--- src/rtl/exc_prio_pkg.sv ---
package exc_prio_pkg;

  // Which term set the mask-derived level.
  typedef enum logic [1:0] {
    MSRC_FAULT = 2'd0,
    MSRC_PRIM  = 2'd1,
    MSRC_BASE  = 2'd2,
    MSRC_NONE  = 2'd3
  } mask_src_e;

  // Extra bits on top of a priority: one for the "none" code, one for sign.
  localparam int RUN_EXTRA = 2;

endpackage

--- src/rtl/prio_grp_trunc.sv ---
module prio_grp_trunc #(
  parameter int PRI_W = 8,
  parameter int GRP_W = 3
) (
  input  logic [PRI_W:0]   val_i,
  input  logic [GRP_W-1:0] grp_i,
  output logic [PRI_W:0]   grp_val_o
);
  localparam int MAX_DROP = PRI_W - 1;

  int unsigned drop;

  always_comb begin
    drop = 32'(grp_i) + 1;
    if (drop > MAX_DROP) drop = MAX_DROP;
    grp_val_o = val_i;
    for (int b = 0; b < PRI_W; b++) begin
      if (b < drop) grp_val_o[b] = 1'b0;
    end
  end

endmodule

--- src/rtl/prio_mask_level.sv ---
module prio_mask_level
  import exc_prio_pkg::*;
#(
  parameter int PRI_W = 8,
  parameter int RUN_W = PRI_W + RUN_EXTRA
) (
  input  logic                    flt_mask_i,
  input  logic                    pri_mask_i,
  input  logic [PRI_W:0]          base_grp_i,
  output logic signed [RUN_W-1:0] level_o,
  output mask_src_e               src_o
);
  localparam logic signed [RUN_W-1:0] LVL_NONE = RUN_W'(1 << PRI_W);

  always_comb begin
    if (flt_mask_i) begin
      src_o   = MSRC_FAULT;
      level_o = '1;
    end else if (pri_mask_i) begin
      src_o   = MSRC_PRIM;
      level_o = '0;
    end else if (base_grp_i[PRI_W-1:0] != '0) begin
      src_o   = MSRC_BASE;
      level_o = $signed({2'b00, base_grp_i[PRI_W-1:0]});
    end else begin
      src_o   = MSRC_NONE;
      level_o = LVL_NONE;
    end
  end

endmodule

--- src/rtl/prio_take_ctl.sv ---
module prio_take_ctl #(
  parameter int PRI_W = 8,
  parameter int RUN_W = PRI_W + 2
) (
  input  logic                    clk,
  input  logic                    rst,
  input  logic [PRI_W:0]          pend_grp_i,
  input  logic                    pend_vld_i,
  input  logic signed [RUN_W-1:0] run_i,
  input  logic [PRI_W:0]          act_pri_i,
  output logic                    take_o
);
  localparam logic [PRI_W:0] PRI_NONE = (PRI_W+1)'(1 << PRI_W);

  logic [PRI_W:0] act_q;
  logic           hold_q;
  logic           act_chg;
  logic           beats;
  logic           take_d;

  always_comb begin
    act_chg = (act_pri_i != act_q);
    beats   = $signed({1'b0, pend_grp_i}) < run_i;
    take_d  = pend_vld_i && beats && (!hold_q || act_chg);
  end

  always_ff @(posedge clk) begin
    if (rst) begin
      act_q  <= PRI_NONE;
      hold_q <= 1'b0;
      take_o <= 1'b0;
    end else begin
      act_q  <= act_pri_i;
      take_o <= take_d;
      if (take_d)       hold_q <= 1'b1;
      else if (act_chg) hold_q <= 1'b0;
    end
  end

endmodule

--- src/rtl/exc_preempt_core.sv ---
module exc_preempt_core
  import exc_prio_pkg::*;
#(
  parameter int PRI_W = 8,
  parameter int GRP_W = 3,
  localparam int RUN_W = PRI_W + RUN_EXTRA
) (
  input  logic                    clk,
  input  logic                    rst,
  input  logic                    flt_mask_i,
  input  logic                    pri_mask_i,
  input  logic [PRI_W-1:0]        base_pri_i,
  input  logic [GRP_W-1:0]        pri_grp_i,
  input  logic [PRI_W:0]          act_pri_i,
  input  logic [PRI_W:0]          pend_pri_i,
  input  logic                    pend_vld_i,
  output logic signed [RUN_W-1:0] run_pri_o,
  output logic                    take_o
);
  localparam int N_TRUNC = 2;
  localparam logic signed [RUN_W-1:0] RUN_NONE = RUN_W'(1 << PRI_W);

  logic [PRI_W:0] raw_v   [N_TRUNC];
  logic [PRI_W:0] grp_v   [N_TRUNC];

  assign raw_v[0] = {1'b0, base_pri_i};
  assign raw_v[1] = pend_pri_i;

  for (genvar k = 0; k < N_TRUNC; k++) begin : g_trunc
    prio_grp_trunc #(.PRI_W(PRI_W), .GRP_W(GRP_W)) trunc_i (
      .val_i     (raw_v[k]),
      .grp_i     (pri_grp_i),
      .grp_val_o (grp_v[k])
    );
  end

  logic signed [RUN_W-1:0] mask_lvl;
  mask_src_e               mask_src;
  logic signed [RUN_W-1:0] act_s;
  logic signed [RUN_W-1:0] run_c;

  prio_mask_level #(.PRI_W(PRI_W), .RUN_W(RUN_W)) mask_i (
    .flt_mask_i (flt_mask_i),
    .pri_mask_i (pri_mask_i),
    .base_grp_i (grp_v[0]),
    .level_o    (mask_lvl),
    .src_o      (mask_src)
  );

  always_comb begin
    act_s = $signed({1'b0, act_pri_i});
    run_c = (act_s < mask_lvl) ? act_s : mask_lvl;
  end

  always_ff @(posedge clk) begin
    if (rst) run_pri_o <= RUN_NONE;
    else     run_pri_o <= run_c;
  end

  prio_take_ctl #(.PRI_W(PRI_W), .RUN_W(RUN_W)) take_i (
    .clk        (clk),
    .rst        (rst),
    .pend_grp_i (grp_v[1]),
    .pend_vld_i (pend_vld_i),
    .run_i      (run_c),
    .act_pri_i  (act_pri_i),
    .take_o     (take_o)
  );

  logic unused_src;
  assign unused_src = ^mask_src;

endmodule

--- config.mk ---
export PLATFORM = sky130hd
export DESIGN_NAME = exc_preempt_core
export DESIGN_NICKNAME = d
export VERILOG_FILES = /design/src/rtl/exc_prio_pkg.sv /design/src/rtl/prio_grp_trunc.sv /design/src/rtl/prio_mask_level.sv /design/src/rtl/prio_take_ctl.sv /design/src/rtl/exc_preempt_core.sv
export SDC_FILE = /design/constraint.sdc
export NUM_CORES = 1
export LEC_CHECK = 0
export BUFFER_PORTS_ARGS = -buffer_cell sky130_fd_sc_hd__buf_2
export CAP_MARGIN = 20
export CELL_PAD_IN_SITES_DETAIL_PLACEMENT = 1
export CELL_PAD_IN_SITES_GLOBAL_PLACEMENT = 2
export CORE_MARGIN = 2
export CORE_UTILIZATION = 27
export CTS_CLUSTER_DIAMETER = 100
export CTS_CLUSTER_SIZE = 16
export DETAILED_ROUTE_END_ITERATION = 10
export MAX_ROUTING_LAYER = met4
export PLACE_DENSITY_LB_ADDON = 0.1
export SYNTH_ARGS = -nofsm -noshare
export SYNTH_HDL_FRONTEND = slang
export SYNTH_SLANG_ARGS = --single-unit
--- constraint.sdc ---
create_clock -name clk -period 5.05 [get_ports clk]
set_clock_uncertainty 0.1 [all_clocks]
set_input_delay 1.01 -clock clk [delete_from_list [all_inputs] [get_ports clk]]
set_output_delay 1.01 -clock clk [all_outputs]
set_load 0.1 [all_outputs]
==> results of run 1 <==
-- layout make-up --
type | instances | area (um2) | share of cell area
multi-input cells | 140 | 1162 | 0.5173
repair buffers | 79 | 480.5 | 0.2138
flip-flops and latches | 21 | 420.4 | 0.1871
well taps | 72 | 90.09 | 0.04009
inverters | 13 | 48.80 | 0.02171
clock buffers | 4 | 45.04 | 0.02004
-- power groups by stage --
stage	clock network (mW)	registers (mW)	logic, mW
finish	0.109	0.182	0.271
detailed placement	0	0.186	0.249
CTS	0.112	0.182	0.251
floorplan	0	0.247	0.0951
global placement	0	0.185	0.244
global route	0.123	0.183	0.296
-- cells by family (layout without fill, tap and decap cells) --
group / after synthesis / count (layout)
buf+inv: 20 / 96
compound gates: 45 / 45
fa+ha+maj: 18 / 18
mux: 4 / 4
flops: 21 / 21
simple gates: 62 / 62
xor+xnor: 11 / 11
-- cells in the mapped netlist, types with 2 or more instances --
| cell | n | area, um2 |
|---|---|---|
| o221ai_1 | 2 | 17.52 |
| and2_1 | 5 | 31.28 |
| a31oi_1 | 3 | 18.77 |
| a211o_1 | 2 | 17.52 |
| nor2b_1 | 5 | 31.28 |
| nand3b_1 | 2 | 15.01 |
| or2_2 | 2 | 12.51 |
| nor2_1 | 22 | 82.58 |
| a21o_1 | 7 | 52.55 |
| o31ai_1 | 2 | 15.01 |
| a311oi_1 | 2 | 17.52 |
| nand2_1 | 6 | 22.52 |
| a221oi_2 | 2 | 30.03 |
| nand3_1 | 2 | 10.01 |
| buf_6 | 2 | 22.52 |
| a21oi_1 | 12 | 60.06 |
| o21ai_0 | 3 | 15.01 |
| inv_1 | 13 | 48.80 |
| ha_1 | 18 | 225.2 |
| dfxtp_1 | 21 | 420.4 |
| nor3_1 | 2 | 10.01 |
| clkbuf_1 | 5 | 18.77 |
| mux2_2 | 4 | 45.04 |
| nand4_1 | 4 | 25.02 |
| nand2b_1 | 5 | 31.28 |
| xnor2_1 | 10 | 87.58 |
-- per-layer routing --
metal  wire, um  share of wire
met2       2753           0.54
met5          0              0
met4         63          0.012
met3        110          0.021
met1       2201           0.43
-- stage by stage --
step / instance area (um2) / setup TNS (ns) / util / total power, mW / setup slack, ns
after detailed placement: 2052 / -0.7674 / 0.3726 / 0.4352 / -0.3982
after floorplan: 1543 / 0 / - / 0.3417 / 0.01414
after global placement: 2052 / -0.6172 / 0.3726 / 0.4293 / -0.3122
final: 2247 / 0 / 0.4081 / 0.5620 / 0.1518
after global routing: 2247 / -0.04830 / 0.4081 / 0.6020 / -0.03476
after CTS: 2103 / 0 / 0.3820 / 0.5454 / 0.01387
-- flip-flops by register name, indices dropped and copies added (netlist names) --
| name | flops |
|---|---|
| run_pri_o | 10 |
| take_i.act_q | 9 |
| take_i.hold_q | 1 |
| take_i.take_o | 1 |
-- path summary, 6_finish.rpt --
check                  start             to  slack [ns]  cells past startpoint
max reg2reg  take_i.act_q[3]  take_i.hold_q        3.92                      3
min            take_i.hold_q  take_i.hold_q        0.38                      2
min reg2reg    take_i.hold_q  take_i.hold_q        0.38                      2
max             pri_grp_i[1]  take_i.hold_q        0.15                     21
-- worst max-delay path, stage by stage --
cell and delay (ns):
buf_2 0.12, buf_4 0.15, and2_2 0.23, a221oi_4 0.34
a21oi_2 0.12, ha_1 0.31, and4_1 0.19, nand2_1 0.07
o221ai_2 0.13, nand4_1 0.11, a21o_1 0.21, ha_4 0.27
buf_2 0.17, buf_4 0.14, nor2_2 0.12, a31oi_1 0.10
ha_1 0.18, or4b_4 0.53, a221oi_4 0.23, o31ai_4 0.12
o41ai_1 0.07
-- repair_timing --
action,CTS,global route
buffers inserted,0,3
setup endpoints to repair,2,2
resized for setup,2,22
pin swaps,0,8
==> flow_summary_export.csv, run 1 <==
group,metric,value,unit
sta,worst_slew_pin_slew,0.4885,ns
route,vias,1599,
setup_path,cp.required,5.11,ns
finish,final_cell_mix,"45 x buf_2, 34 x buf_4, 21 x dfxtp_1",
global_route,met2_usage,0.3151,
global_route,grtUsageMet3,0.01131,
power,net-switching-power,0.2192,mW
outcome,outcome,"finished, final reports clean",
yosys,synthSimpleGateAreaFrac,0.2157,
floorplanning,num_io_pins,45,
yosys,synth_fa_ha_area_frac,0.1460,
cts,worstSkewPairLatency,0.26,ns
global_route,grt_max_degree,22,
route,drtIter0Drc,30,
global_route,grt_pass1_wl,8176,um
yosys,synthFlopType,"dfxtp_1",
setup_path,path_class,"input port to flip-flop",
sta,maxSlewViolCount,0,
yosys,yosysWarnings,0,
power,leakage,1.068,nW
setup_path,end_kind,"flip-flop",
floorplanning,die_w,79.59,um
route,first_pass_iters,6,
cts,cts-root-buf,"clkbuf_8",
power,vdd_ir_drop_max,73.82,uV
finish,n_antenna_cell,0,
yosys,synth_top_family_by_area,"simple AND/OR/NAND/NOR gates",
sta,hold_slack,0.3849,ns
route,ant_nets,0,
power,p_clk_frac,0.194,
cts,cts_buffers,3,
power,switching_share,0.3900,
yosys,ys_async_sr_fraction,0,
setup_path,crit_path_max_fanout,6,
finish,stdcell_count,329,
finish,syn_to_final_growth,45.66,%
cts,clock_path_buffers,2,
yosys,ys_ff_latch,21,
global_route,use_met1,0.1973,
power,seqPwrFrac,0.323,
yosys,synthesis.area,1543,um2
power,internal_power,0.3428,mW
sta,hold_viol_final,0,
floorplanning,fp.dieH,79.59,um
yosys,synthCells,181,
sta,fin_crit,4.898,ns
yosys,muxShareOfSynthArea,0.02920,
finish,nets,310,
finish,drive_above_1_share,0.4280,
cts,clkTransAtPathRegs,0.07,ns
floorplanning,dieArea,6335,um2
finish,final_common_cell,"buf_2",
yosys,synth_compound_area_frac,0.2157,
cts,cts_tree,"yes",
global_route,grt.total_usage,0.1716,
yosys,synth_xor_area_frac,0.06245,
global_route,busiest_layer,"met2",
sta,setup_viol,0,
cts,htreeDepth,1,
place,hpwlAfterDp,4291,um
yosys,synth_edf_count,0,
cts,cts_hold_repair.buffers,0,
floorplanning,start_util,0.2802,
sta,max_slew_margin,0.6766,
cts,cts_sinks,21,
finish,fillers,677,
route,viasPerCell,4.860,
floorplanning,rows,27,
global_route,overflow,0,
flow_run,cap_violations,0,
place,gp_congestion,0.8172,
place,dp.cells,322,
route,wl_per_cell,15.59,um
yosys,yosysUniqueCellTypes,44,
sta,timing.fmax,204.2,MHz
yosys,ys_seq_area_frac,0.2725,
route,drc,0,
global_route,antenna_found_initial,0,
place,numPortBuffers,44,
floorplanning,coreArea,5507,um2
setup_path,startpoint_type,"input port",
power,p_comb_frac,0.483,
min_path,hp-class,"flip-flop to flip-flop",
setup_path,crit_arrival,4.96,ns
power,p_per_area,250.1,nW/um2
global_route,first_global_vias,1742,
sta,period_share,0.9699,
yosys,synth_nets,233,
route,drt-total-wl,5129,um
yosys,synth_area_per_cell,8.523,um2
Note: power is estimated with default switching activity, not from simulation.
==> run 2: changes to the inputs <==
--- a/config.mk
+++ b/config.mk
@@ -5,15 +5,17 @@
 export SDC_FILE = /design/constraint.sdc
 export NUM_CORES = 1
 export LEC_CHECK = 0
+export ABC_AREA = 1
 export BUFFER_PORTS_ARGS = -buffer_cell sky130_fd_sc_hd__buf_2
 export CAP_MARGIN = 20
 export CELL_PAD_IN_SITES_DETAIL_PLACEMENT = 1
 export CELL_PAD_IN_SITES_GLOBAL_PLACEMENT = 2
 export CORE_MARGIN = 2
-export CORE_UTILIZATION = 27
+export CORE_UTILIZATION = 25
 export CTS_CLUSTER_DIAMETER = 100
 export CTS_CLUSTER_SIZE = 16
 export DETAILED_ROUTE_END_ITERATION = 10
+export HOLD_SLACK_MARGIN = 0.05
 export MAX_ROUTING_LAYER = met4
 export PLACE_DENSITY_LB_ADDON = 0.1
 export SYNTH_ARGS = -nofsm -noshare
==> run 2 against run 1 <==
Net effect: routed wire length down 13%; largest power group unchanged; critical path type unchanged; combinational power down 21%; non-clock buffer count down 31; highest routed layer unchanged; critical endpoint unchanged; sequential power about the same.
==> flow_summary_export.csv, run 2 <==
group,metric,value,unit
yosys,synth_nets,262,
sta,fin_crit,4.651,ns
sta,fin_tns_setup,0,ns
min_path,hp-class,"flip-flop to flip-flop",
cts,htreeDepth,1,
cts,clock_path_buffers,2,
cts,cts-root-buf,"clkbuf_8",
global_route,first_global_vias,1549,
setup_path,startpoint,"pri_grp_i[0]",
yosys,ys_ff_latch,21,
place,dp.cells,329,
yosys,ys_async_sr_fraction,0,
sta,timing.fmax,215.0,MHz
route,drt-total-wl,4447,um
finish,largest_register_ffs,10,
route,drc,0,
yosys,synthesis.area,1504,um2
global_route,overflow,0,
yosys,yosysWarnings,0,
finish,stdcell_count,333,
route,vias,1438,
setup_path,path_class,"input port to flip-flop",
setup_path,end_kind,"flip-flop",
finish,registers.top_by_ff_count,"run_pri_o",
sta,maxSlewViolCount,0,
min_path,whs_path_depth,3,
outcome,outcome,"finished, final reports clean",
yosys,muxShareOfSynthArea,0,
setup_path,crit_path_max_fanout,9,
floorplanning,dieArea,6652,um2
sta,max_slew_margin,0.6785,
place,placed_area,1829,um2
place,pre_cts_ws,0.1159,ns
setup_path,timing.rr.start,"take_i.act_q[3]",
floorplanning,num_io_pins,45,
yosys,synth_top_cell_by_area,"dfxtp_1",
floorplanning,coreArea,5851,um2
setup_path,startpoint_type,"input port",
cts,cts_tree,"yes",
sta,rsz0062_at_grt,"no",
floorplanning,start_util,0.2571,
yosys,ys_seq_area_frac,0.2795,
cts,worstSkewPairLatency,0.25,ns
yosys,ys_top_cells_by_count,"37 x inv_1, 30 x nand2_1, 24 x nor2_1",
setup_path,cp-endpoint,"take_i.hold_q",
yosys,synth_compound_area_frac,0.1481,
yosys,yosysUniqueCellTypes,35,
global_route,grt_max_degree,20,
power,vdd_ir_drop_max,97.01,uV
yosys,synth_area_leaders,"dfxtp_1 28%, ha_1 15%, inv_1 9.2%",
cts,clkTransAtPathRegs,0.08,ns
yosys,synth_top_area_share,0.2795,
cts,cts_sinks,21,
yosys,synthSimpleGateAreaFrac,0.2804,
setup_path,cpMostUsedCell,"ha_1",
place,gp_congestion,0.7410,
power,p_per_area,270.6,nW/um2
yosys,synth_edf_count,0,
route,wl_per_cell,13.35,um
cts,cts_buffers,3,
route,first_pass_iters,4,
yosys,synthFlopType,"dfxtp_1",
floorplanning,die_w,81.56,um
route,viasPerCell,4.318,
yosys,synthCells,210,
cts,cts_hold_repair.buffers,0,
finish,nets,311,
finish,final_area,1876,um2
finish,syn_to_final_growth,24.71,%
global_route,grt.total_usage,0.1514,
sta,period_share,0.9210,
yosys,synth_fa_ha_area_frac,0.1498,
route,drtIter0Drc,65,
yosys,synth_area_per_cell,7.162,um2
route,ant_nets,0,
place,hpwlAfterDp,3930,um
sta,setup_slack,0.3987,ns
sta,hold_viol_final,0,
global_route,grt_pass1_wl,7500,um
cts,ctsResizeCount,0,
yosys,synth_xor_area_frac,0.03494,
setup_path,crit_arrival,4.76,ns
power,power.total,0.5076,mW
yosys,synth_most_common_cell,"inv_1",
setup_path,slowest_stage,"ha_1",
sta,worst_slew_pin_slew,0.4855,ns
finish,postLayoutCoreUtil,0.3206,
sta,setup_viol,0,
finish,drive_above_1_share,0.2829,
finish,final_cell_mix,"44 x buf_2, 37 x inv_1, 30 x nand2_1",
floorplanning,fp.dieH,81.56,um
setup_path,r2r_slack,3.67,ns
floorplanning,rows,28,
global_route,antenna_found_initial,0,
place,numPortBuffers,44,
finish,top_regs,"run_pri_o x10, take_i.act_q x9",
setup_path,cp.required,5.15,ns
finish,n_antenna_cell,0,
sta,hold_slack,0.5150,ns
yosys,synth_top_family_by_area,"simple AND/OR/NAND/NOR gates",
finish,final_common_cell,"buf_2",
power,leakage,1.039,nW
setup_path,rr_worst_depth,9,
flow_run,cap_violations,0,
cts,post_cts_buffers,0,
setup_path,cp_cell_sequence,"buf_2 > ha_1 > inv_1 > nand2_2 > nand2_1 > o21ai_2 > o21ai_1 > inv_1 > ha_1 > nand4_1 > nor3_1 > a21oi_1 > ha_1 > inv_1 > o21ai_0 > ha_1 > a21o_1 > a221oi_1 > nand3_1 > nand2_1",
setup_path,r2r_end,"take_i.hold_q",
setup_path,cpPeakStageDelay,0.44,ns
-- run 2: logic make-up after synthesis --
logic type	count (synthesis)
and+or+nand+nor	88
xor gates and xnor gates	6
DFF	21
buffers and inverters	42
adders and majority gates	18
AOI/OAI and AO/OA	35
-- run 2: worst min-delay path by stage --
stage                     from            end  slack [ns]
4_1_cts        take_i.act_q[3]  take_i.hold_q        0.53
6_report       take_i.act_q[3]  take_i.hold_q        0.51
3_3_place_gp   take_i.act_q[3]  take_i.hold_q        0.52
3_5_place_dp   take_i.act_q[3]  take_i.hold_q        0.52
2_1_floorplan  take_i.act_q[3]  take_i.hold_q        0.44
5_1_grt        take_i.act_q[3]  take_i.hold_q        0.59
-- run 2: final cells by class --
type / count / area [um2]
Timing Repair Buffer: 48 / 250.2
Clock inverter: 1 / 5.005
Multi-Input combinational cell: 147 / 922.1
Clock buffer: 3 / 41.29
Inverter: 38 / 142.6
Fill cell: 761 / 3975
Sequential cell: 21 / 420.4
Tap cell: 75 / 93.84
-- run 2: power by group --
part           internal, mW  switching [mW]  total (mW)  leakage, nW
clock                0.0549          0.0557       0.111       0.0255
combinational        0.0616           0.153       0.215        0.839
sequential            0.179         0.00344       0.182        0.175
total                 0.295           0.212       0.508         1.04
-- run 2: metal layers --
metal,wire (um),up-vias,track usage
li1,-,776,-
met5,0,-,-
met3,140,2,0.01319
met4,27,0,0.02542
met1,2283,628,0.2044
met2,1995,32,0.2500
-- run 2: critical path, delay by kind of cell --
kind	cells	cell delay [ns]
adders and majority gates	4	1.33
AOI/OAI and AO/OA	6	1.20
and+or+nand+nor	6	0.74
buffers and inverters	4	0.46
==> run 3: changes to the inputs <==
--- a/config.mk
+++ b/config.mk
@@ -18,6 +18,7 @@
 export HOLD_SLACK_MARGIN = 0.05
 export MAX_ROUTING_LAYER = met4
 export PLACE_DENSITY_LB_ADDON = 0.1
+export REMOVE_ABC_BUFFERS = 1
 export SYNTH_ARGS = -nofsm -noshare
 export SYNTH_HDL_FRONTEND = slang
 export SYNTH_SLANG_ARGS = --single-unit
==> run 3 against run 2 <==
Net effect: register-to-register slack hardly changed; sequential power hardly changed; worst hold slack better by 0.025 ns; sequential cell count stayed put; first-iteration DRC count is 74% lower; count of clock-buffer cells in the layout stayed put; critical path depth is 2 higher; final cell count is 0.60% lower; sequential share of layout area is 0.11 points higher; critical endpoint unchanged; largest cell class unchanged; largest power group unchanged.
==> flow_summary_export.csv, run 3 (synthesis gave the netlist of run 2 again) <==
group,metric,value,unit
setup_path,slowest_stage,"o31ai_1",
global_route,antenna_found_initial,0,
floorplanning,die_w,81.56,um
route,drt-total-wl,4477,um
finish,registers.top_by_ff_count,"run_pri_o",
route,drc,0,
finish,final_area,1867,um2
power,power.total,0.5122,mW
cts,cts-root-buf,"clkbuf_8",
setup_path,cpMostUsedCell,"a21oi_1",
finish,final_common_cell,"buf_2",
flow_run,cap_violations,0,
finish,top_regs,"run_pri_o x10, take_i.act_q x9",
cts,cts_sinks,21,
global_route,grt_pass1_wl,7383,um
cts,clock_path_buffers,2,
min_path,hp-class,"flip-flop to flip-flop",
place,hpwlAfterDp,3937,um
route,first_pass_iters,4,
cts,cts_tree,"yes",
global_route,grt_max_degree,20,
sta,max_slew_margin,0.6738,
floorplanning,dieArea,6652,um2
cts,clkTransAtPathRegs,0.08,ns
route,viasPerCell,4.344,
route,ant_nets,0,
setup_path,startpoint_type,"input port",
finish,syn_to_final_growth,24.13,%
setup_path,crit_path_max_fanout,10,
setup_path,crit_arrival,4.71,ns
finish,n_antenna_cell,0,
sta,timing.fmax,217.5,MHz
cts,cts_buffers,3,
sta,hold_viol_final,0,
route,wl_per_cell,13.53,um
finish,drive_above_1_share,0.2852,
finish,postLayoutCoreUtil,0.3191,
power,leakage,1.030,nW
global_route,first_global_vias,1538,
setup_path,cp.required,5.16,ns
power,vdd_ir_drop_max,89.86,uV
setup_path,end_kind,"flip-flop",
finish,stdcell_count,331,
sta,rsz0062_at_grt,"no",
place,gp_congestion,0.7841,
sta,setup_slack,0.4516,ns
route,vias,1438,
place,dp.cells,327,
setup_path,cp_cell_sequence,"buf_2 > ha_1 > inv_1 > nand2_2 > nand2_4 > nand2_4 > o31ai_1 > inv_1 > ha_1 > a21oi_1 > nor2_1 > a211oi_1 > o22ai_1 > a21oi_1 > ha_2 > o21ai_1 > ha_1 > a21oi_1 > a21oi_1 > a221oi_1 > nand3_1 > nand2_1",
sta,worst_slew_pin_slew,0.4928,ns
place,placed_area,1814,um2
sta,maxSlewViolCount,0,
setup_path,cpPeakStageDelay,0.36,ns
cts,worstSkewPairLatency,0.26,ns
sta,fin_tns_setup,0,ns
cts,cts_hold_repair.buffers,0,
sta,fin_crit,4.598,ns
sta,hold_slack,0.5396,ns
floorplanning,start_util,0.2571,
global_route,grt.total_usage,0.1522,
place,pre_cts_ws,-0.02150,ns
finish,final_cell_mix,"44 x buf_2, 37 x inv_1, 30 x nand2_1",
floorplanning,rows,28,
floorplanning,fp.dieH,81.56,um
global_route,overflow,0,
power,p_per_area,274.4,nW/um2
cts,htreeDepth,1,
finish,largest_register_ffs,10,
route,drtIter0Drc,17,
sta,setup_viol,0,
outcome,outcome,"finished, final reports clean",
floorplanning,coreArea,5851,um2
setup_path,path_class,"input port to flip-flop",
place,numPortBuffers,44,
sta,period_share,0.9106,
finish,nets,309,
floorplanning,num_io_pins,45,
run 3: layer usage:
metal / wire (um) / vias up / global-route usage
met5: 0 / - / -
met4: 70 / 0 / 0.05085
met3: 103 / 5 / 0.006593
met2: 2087 / 26 / 0.2566
met1: 2216 / 639 / 0.1952
li1: - / 768 / -
run 3: what timing repair did:
item | CTS | global route
endpoints found under the setup margin | 0 | 2
buffers inserted | 0 | 0
gates resized for setup | 0 | 4
run 3: cell type report:
type | count | area (um2)
clock inverters | 1 | 5.005
clock buffers | 3 | 41.29
repair buffers | 46 | 235.2
well taps | 75 | 93.84
inverters | 38 | 142.6
flip-flops and latches | 21 | 420.4
fillers | 769 | 3984
multi-input cells | 147 | 928.4
run 3: worst paths after layout:
kind	endpoint	slack (ns)	depth (start not counted)	from
hold / removal	take_i.hold_q	0.54	3	take_i.act_q[3]
hold reg to reg	take_i.hold_q	0.54	3	take_i.act_q[3]
setup reg to reg	take_i.hold_q	3.68	9	take_i.act_q[3]
setup / recovery	take_i.hold_q	0.45	22	pri_grp_i[0]
run 3: power by group:
group	total [mW]	leakage, nW	switching, mW	internal (mW)
sequential	0.182	0.175	0.00365	0.179
combinational	0.215	0.829	0.154	0.0609
clock	0.115	0.0255	0.0596	0.0551
run 3: worst max-delay path, delay by kind of cell:
kind / cells / cell delay (ns)
compound gates: 9 / 1.77
fa+ha+maj: 4 / 1.15
simple gates: 6 / 0.51
buf+inv: 3 / 0.27
